<file path="config.mk">
export PLATFORM = sky130hd
export DESIGN_NAME = net_write_sink
export DESIGN_NICKNAME = d
export VERILOG_FILES = /design/src/rtl/nws_pkg.sv /design/src/rtl/nws_ctrl.sv /design/src/rtl/nws_datapath.sv /design/src/rtl/net_write_sink.sv
export SDC_FILE = /design/constraint.sdc
export NUM_CORES = 1
export LEC_CHECK = 0
export ABC_AREA = 1
export BUFFER_PORTS_ARGS = -buffer_cell sky130_fd_sc_hd__buf_2
export CORE_UTILIZATION = 48
export DETAILED_ROUTE_END_ITERATION = 10
export HOLD_SLACK_MARGIN = 0.05
export PLACE_DENSITY_LB_ADDON = 0.05
export RECOVER_POWER = 100
export SYNTH_ARGS = -nofsm -noshare
export SYNTH_HDL_FRONTEND = slang
export SYNTH_HIERARCHICAL = 1
export SYNTH_SLANG_ARGS = --single-unit
</file>
<file path="constraint.sdc">
create_clock -name clk -period 1.91 [get_ports clk]
set_input_delay 0 -clock clk [delete_from_list [all_inputs] [get_ports clk]]
set_output_delay 0 -clock clk [all_outputs]
set_load 0.01 [all_outputs]
</file>
<file path="src/rtl/nws_pkg.sv">
package nws_pkg;
  localparam int ADDR_W   = 32;
  localparam int DATA_W   = 32;
  localparam int SIZE_W   = 3;
  localparam int PAY_W    = 64;
  localparam int CORE_W   = 4;
  localparam int BUCKET_W = 10;
  localparam int FLIT_W   = 1 + SIZE_W + ADDR_W + PAY_W;
  localparam int BASE_W   = ADDR_W - CORE_W - BUCKET_W - 3;

  typedef enum logic [1:0] {
    SEL_PKT  = 2'd0,
    SEL_BKD  = 2'd1,
    SEL_FLAG = 2'd2
  } addrSelT;

  typedef struct packed {
    logic    loadPkt;
    logic    addrPhase;
    addrSelT addrSel;
    logic    flagData;
  } ctrlT;
endpackage

</file>
<file path="src/rtl/nws_ctrl.sv">
module nws_ctrl
  import nws_pkg::*;
(
  input  logic clk,
  input  logic rstN,
  input  logic inValid,
  input  logic inIsResp,
  input  logic hReady,
  output logic inReady,
  output ctrlT ctrl
);
  typedef enum logic [2:0] {
    S_IDLE, S_WADDR, S_WDATA, S_RADDR, S_RDATA_FADDR, S_FDATA
  } stateT;

  stateT state, nextState;
  logic  lastBeat;
  logic  take;

  always_ff @(posedge clk or negedge rstN) begin
    if (!rstN) state <= S_IDLE;
    else       state <= nextState;
  end

  always_comb begin
    lastBeat  = ((state == S_WDATA) || (state == S_FDATA)) && hReady;
    inReady   = (state == S_IDLE) || lastBeat;
    take      = inReady && inValid;
    nextState = state;
    ctrl      = '0;
    ctrl.addrSel = SEL_PKT;
    case (state)
      S_WADDR: begin
        ctrl.addrPhase = 1'b1;
        if (hReady) nextState = S_WDATA;
      end
      S_RADDR: begin
        ctrl.addrPhase = 1'b1;
        ctrl.addrSel   = SEL_BKD;
        if (hReady) nextState = S_RDATA_FADDR;
      end
      S_RDATA_FADDR: begin
        ctrl.addrPhase = 1'b1;
        ctrl.addrSel   = SEL_FLAG;
        if (hReady) nextState = S_FDATA;
      end
      S_FDATA: begin
        ctrl.flagData = 1'b1;
      end
      default: ;
    endcase
    if (take) begin
      ctrl.loadPkt = 1'b1;
      nextState    = inIsResp ? S_RADDR : S_WADDR;
    end else if (lastBeat) begin
      nextState = S_IDLE;
    end
  end
endmodule

</file>
<file path="src/rtl/nws_datapath.sv">
module nws_datapath
  import nws_pkg::*;
#(
  parameter logic [BASE_W-1:0] BK_BASE   = 15'h1004,
  parameter logic [DATA_W-1:0] FLAG_WORD = 32'h1
)(
  input  logic              clk,
  input  logic              rstN,
  input  ctrlT              ctrl,
  input  logic [FLIT_W-1:0] inFlit,
  output logic              inIsResp,
  output logic [ADDR_W-1:0] hAddr,
  output logic [1:0]        hTrans,
  output logic              hWrite,
  output logic [SIZE_W-1:0] hSize,
  output logic [DATA_W-1:0] hWdata
);
  localparam logic [SIZE_W-1:0] WORD_SIZE = 3'b010;

  logic [SIZE_W-1:0]   pktSize;
  logic [ADDR_W-1:0]   pktAddr;
  logic [DATA_W-1:0]   pktData;
  logic [CORE_W-1:0]   pktCore;
  logic [BUCKET_W-1:0] pktBucket;
  logic [ADDR_W-1:0]   bkDataAddr, bkFlagAddr;

  assign inIsResp = inFlit[FLIT_W-1];

  always_ff @(posedge clk or negedge rstN) begin
    if (!rstN) begin
      pktSize   <= '0;
      pktAddr   <= '0;
      pktData   <= '0;
      pktCore   <= '0;
      pktBucket <= '0;
    end else if (ctrl.loadPkt) begin
      pktSize   <= inFlit[FLIT_W-2 -: SIZE_W];
      pktAddr   <= inFlit[PAY_W +: ADDR_W];
      pktData   <= inFlit[PAY_W-1 -: DATA_W];
      pktCore   <= inFlit[BUCKET_W +: CORE_W];
      pktBucket <= inFlit[BUCKET_W-1:0];
    end
  end

  assign bkDataAddr = {BK_BASE, pktCore, pktBucket, 1'b0, 2'b00};
  assign bkFlagAddr = {BK_BASE, pktCore, pktBucket, 1'b1, 2'b00};

  always_comb begin
    case (ctrl.addrSel)
      SEL_BKD:  hAddr = bkDataAddr;
      SEL_FLAG: hAddr = bkFlagAddr;
      default:  hAddr = pktAddr;
    endcase
    hSize  = (ctrl.addrSel == SEL_PKT) ? pktSize : WORD_SIZE;
    hTrans = ctrl.addrPhase ? 2'b10 : 2'b00;
    hWrite = ctrl.addrPhase;
    hWdata = ctrl.flagData ? FLAG_WORD : pktData;
  end
endmodule

</file>
<file path="src/rtl/net_write_sink.sv">
module net_write_sink
  import nws_pkg::*;
#(
  parameter logic [BASE_W-1:0] BK_BASE   = 15'h1004,
  parameter logic [DATA_W-1:0] FLAG_WORD = 32'h1
)(
  input  logic              clk,
  input  logic              rstN,
  input  logic              inValid,
  output logic              inReady,
  input  logic [FLIT_W-1:0] inFlit,
  output logic [ADDR_W-1:0] hAddr,
  output logic [1:0]        hTrans,
  output logic              hWrite,
  output logic [SIZE_W-1:0] hSize,
  output logic [DATA_W-1:0] hWdata,
  input  logic              hReady
);
  ctrlT ctrl;
  logic inIsResp;

  nws_ctrl ctrl_i (
    .clk(clk), .rstN(rstN), .inValid(inValid), .inIsResp(inIsResp),
    .hReady(hReady), .inReady(inReady), .ctrl(ctrl)
  );

  nws_datapath #(.BK_BASE(BK_BASE), .FLAG_WORD(FLAG_WORD)) dp_i (
    .clk(clk), .rstN(rstN), .ctrl(ctrl), .inFlit(inFlit), .inIsResp(inIsResp),
    .hAddr(hAddr), .hTrans(hTrans), .hWrite(hWrite), .hSize(hSize), .hWdata(hWdata)
  );
endmodule

</file>
Word-level counts from Yosys, hierarchy flattened
Index checks and enable logic that the tools add are counted.

word-level totals
  word-level logic and storage cells = 40
  register bits = 84
  output and inout bits = 71
  input port bits = 104

operators by class
  reductions and logical operators = 9
  eq/ne operators = 10
  multiplexer cells = 15

operators by type and width
  kind                  count
  $pmux W32 S2          1
  $mux W32              1
  $mux W3               6
  $ne A4 B2 Y1 const B  3
  $pmux W3 S3           1
  $eq A3 B2 Y1 const B  2
  $eq A3 B3 Y1 const B  2
  $reduce_bool A5 Y1    1
  $mux W2               2
  $pmux W2 S2           1
  $reduce_and A4 Y1     1
  $eq A3 B1 Y1 const B  1
  $logic_not A3 Y1      1
  $mux W1               3
  $reduce_or A3 Y1      1
  $eq A2 B1 Y1 const B  1
  $eq A2 B2 Y1 const B  1
  $logic_and A1 B1 Y1   2
  $logic_not A2 Y1      1
  $logic_or A1 B1 Y1    2

Longest topological paths before layout
  depth after elaboration = 7
  mapped depth = 13

By module
Netlist, hierarchy kept.

modules (own cells, without submodules)
  module        area an instance (um^2)  seq. area each (um^2)  times used  cells an instance
  nws_datapath  3,908.7                  2,026.9                1           490
  nws_ctrl      289.0                    75.1                   1           42

Least setup slack after synthesis
OpenSTA, ideal clock, no wires.

  path type = register -> register
  from = register ctrl_i.state[1]
  to = register dp_i.pktAddr[11]
  period minus slack after synthesis = 1,650 ps
  stages on the path, launching flop included = 14
  path slack = 260 ps
  data arrival time = 1,516 ps
  path through = dfrtp_1 inv_1 nand3_1 nand2_2 nand2_2 nand2_4 nand2_4 inv_1 buf_4 buf_6 buf_12 buf_12 nand2_1 o21ai_0

RTL lines
  element                   RTL line            text
  start: declaration        nws_ctrl.sv:16      stateT state, nextState;
  start signal: assignment  nws_ctrl.sv:22      else state <= nextState;
  end signal: assignment    nws_datapath.sv:38  pktAddr <= inFlit[PAY_W +: ADDR_W];
  end: declaration          nws_datapath.sv:21  logic [ADDR_W-1:0] pktAddr;

==> metrics.md <==
| Metric | Value |
|---|---|
| FF-to-FF Start | ctrl_i/state[0] |
| Filler cell count | 600 |
| Commonest non-fill, non-tap cells in the layout | buf_2 (149), nand2_1 (137), inv_1 (94), dlygate4sd3_1 (86), dfrtp_1 (82) |
| Vias/cell | 4.62 |
| DRT Wirelength | 11300 µm |
| Initial antenna violation count | 0 |
| Most common cell after layout, fill and taps aside | buf_2 |
| Register area share after synthesis | 50.1% |
| Cell-internal power | 0.00555 W |
| Max-slew violation count | 0 |
| Synth Cell Area | 4200 µm² |
| Clock Path Buffers | 2 |
| H-tree level count | 3 |
| Area Growth Syn to Fin | 52.0% |
| Share of cells above drive strength 1 | 32.4% |
| Placed cell area | 4940 µm² |
| Fin Hold WS | 0.326 ns |
| Min cycle time layout | 1.95 ns |
| Crit end category | output port |
| Final hold vios | 0 |
| Reg-to-reg endpoint | dp_i/pktData[22] |
| Max VDD drop | 0.751 mV |
| Number of max-cap violations | 0 |
| TritonCTS buffer count | 9 |
| Worst R2R Path Depth | 10 |
| Crit path largest cell delay | 0.44 ns |
| Initial Util | 50.3% |
| RSZ-0062 raised after global routing | true |
| # IOs | 175 |
| Ys Warns | 6 |
| Leading area contributor after synthesis | dfrtp_1 |
| # diodes | 0 |
| Worst Clk Skew | 0.0150 ns |
| Die area | 9120 µm² |
| Input/output buffers | 155 |
| DRC | 0 |
| CP most frequent cell | inv_2 |
| Register bit total from synthesis | 84 |
| Fin area | 6380 µm² |
| Worst Max-Slew Pin Slew | 0.969 ns |
| Clk root buf | clkbuf_8 |
| Slew headroom | 35.4% |
| Pwr Total | 0.00938 W |
| Synth top area cells | dfrtp_1 (50%), nand2_1 (14%), inv_1 (9.8%) |
| First-pass DRT Iterations | 4 |
| CTS sink cnt | 84 |
| Core Area | 8340 µm² |
| Startpoint types | flop |
| Failing checks | negative setup slack |
| Largest net degree at the start of global routing | 49 |
| HPWL Detailed | 6360 µm |
| P_sw | 0.00382 W |
| Syn avg cell area | 7.89 µm² |
| CP max stage cell | dfrtp_2 |
| LEAKAGE | 3.52 nW |
| Final Worst Setup Slack | -0.0355 ns |
| Die width | 95.5 µm |
| GRT Total Usage | 24.5% |
| Netlist cell types | 25 |
| CP bufs+invs | 5 |
| Power Dens Cells | 1470 nW/µm² |
| Average wire per standard cell | 12.6 µm |
| Antenna viol nets, final | 0 |
| Final setup vio count | 30 |
| Critical Setup Path Class | flop to output port |
| Max frequency | 514 MHz |
| CP arrival | 1.95 ns |
| Worst skew pair latency | 0.35 ns |
| Cells after Synth | 532 |
| DRT iter0 DRCs | 136 |
| Crit path max-delay family | flip-flops |
| Comb power frac | 53.4% |
| Vias in the first global route | 3926 |
| Required time of the critical path | 1.91 ns |
| # rows | 33 |
| Clk pwr share | 14.5% |
| CP cell instances | nor2_4 > nand2_2 > inv_2 > inv_2 > ha_4 > buf_8 > nand2_2 > inv_2 > nand2_1 > nand2_1 > buf_6 |
| Crit share post-route | 102% |
| Global route overflow | 0 |
| R2R setup slack | -0.03 ns |
| Critical Path Fanout Max | 8 |
| Switching part of the total | 40.8% |
| Nets | 887 |
| CTS tree | built |
| CTS clk-pin slew, worst paths | 0.09 ns |
| Routability cong. | 0.783 |
| Die Ht | 95.5 µm |
| Mapped Nets | 639 |
| Status | complete, but fails checks |
| Sequential power share | 32.1% |
| Top-area cell type share of the netlist area | 50.1% |
| First-pass GRT wire length | 17100 µm |
| Via count | 4109 |
| Min-Delay Path Class | input port to async pin |
==> worst register-to-register path, cell delays in order (launching register included) <==
cell and delay (ns):
dfrtp_2 0.44, buf_4 0.16, inv_2 0.06, nand3_2 0.06
nand2_2 0.09, nand2_2 0.07, nand2_4 0.10, nand2_8 0.07
inv_2 0.38, buf_12 0.25, o21ai_0 0.14
==> power groups by stage <==
stage	Clock (W)	Sequential [W]	Combinational, W
after detailed placement	0	0.00300	0.00407
after global routing	0.00148	0.00310	0.00558
after global placement	0	0.00297	0.00400
after CTS	0.00140	0.00296	0.00458
after floorplan	0	0.00291	0.00298
final	0.00136	0.00301	0.00500
==> final cells by class <==
type / instances / area (µm²) / share of cell area [%]
Sequential cell: 84 / 2100 / 33.0
Clock inverter: 4 / 73.8 / 1.16
Multi-Input combinational cell: 306 / 1500 / 23.5
Inverter: 111 / 419 / 6.57
Timing Repair Buffer: 268 / 2020 / 31.6
Tap cell: 105 / 131 / 2.06
Clock buffer: 12 / 135 / 2.12
==> cell families (layout without fill, tap and decap cells) <==
logic type / count (synthesis) / in the layout / synth area share [%]
flops: 84 / 84 / 50.1
other cells: 1 / 1 / 0.0893
compound gates: 84 / 84 / 11.0
fa+ha+maj: 3 / 3 / 0.894
simple gates: 218 / 218 / 20.7
buf+inv: 142 / 395 / 17.3
==> registers in the layout, indices dropped and copies added, names as in the netlist <==
| register | flops |
|---|---|
| dp_i/pktSize | 3 |
| dp_i/pktCore | 4 |
| dp_i/pktAddr | 32 |
| ctrl_i/state | 3 |
| dp_i/pktData | 32 |
| dp_i/pktBucket | 10 |
==> cell usage after synthesis, drive strengths merged <==
| master | count |
|---|---|
| nor3 | 1 |
| or2 | 2 |
| nand4 | 4 |
| clkbuf | 7 |
| dfrtp | 84 |
| o211ai | 1 |
| inv | 111 |
| nand2 | 159 |
| conb | 1 |
| o21ai | 83 |
| nand3 | 5 |
| buf | 24 |
| nor2 | 47 |
| ha | 3 |
==> worst max path at each step <==
stage,start,to,slack (ns),cells past startpoint
after floorplan,ctrl_i/state[1],dp_i/pktAddr[11],0.26,13
after global placement,ctrl_i/state[1],hAddr[13],0.13,11
after detailed placement,ctrl_i/state[0],hAddr[13],0.11,11
after CTS,ctrl_i/state[0],hAddr[13],-0.02,11
after global routing,ctrl_i/state[1],dp_i/pktData[22],-0.17,11
final,ctrl_i/state[0],hAddr[9],-0.04,11
==> per-stage QoR <==
stage	setup WS (ns)	util (%)	cells	TNS (ns)
after floorplan	0.260	-	532	0
after CTS	-0.0179	74.2	886	-0.0408
after global routing	-0.166	76.5	890	-12.06
final	-0.0355	76.5	890	-0.480
after detailed placement	0.112	59.2	771	0
after global placement	0.134	59.2	771	0
==> layer usage <==
metal  track usage [%]  vias up  routed length (µm)
li1                  -     2066                   -
met1              28.5     1898                4620
met2              44.6      136                5850
met3              5.10        9                 674
met4              7.84        0                 107
met5                 0        -                   0
==> repair_timing <==
action	4_1_cts	5_1_grt
setup buffers	11	3
hold buffers	87	0
gates resized for setup	24	49
hold endpoints to repair	122	0
pin swaps	5	12
setup endpoints to repair	32	58
cloned	1	2
Power figures use the tool's default switching activity.
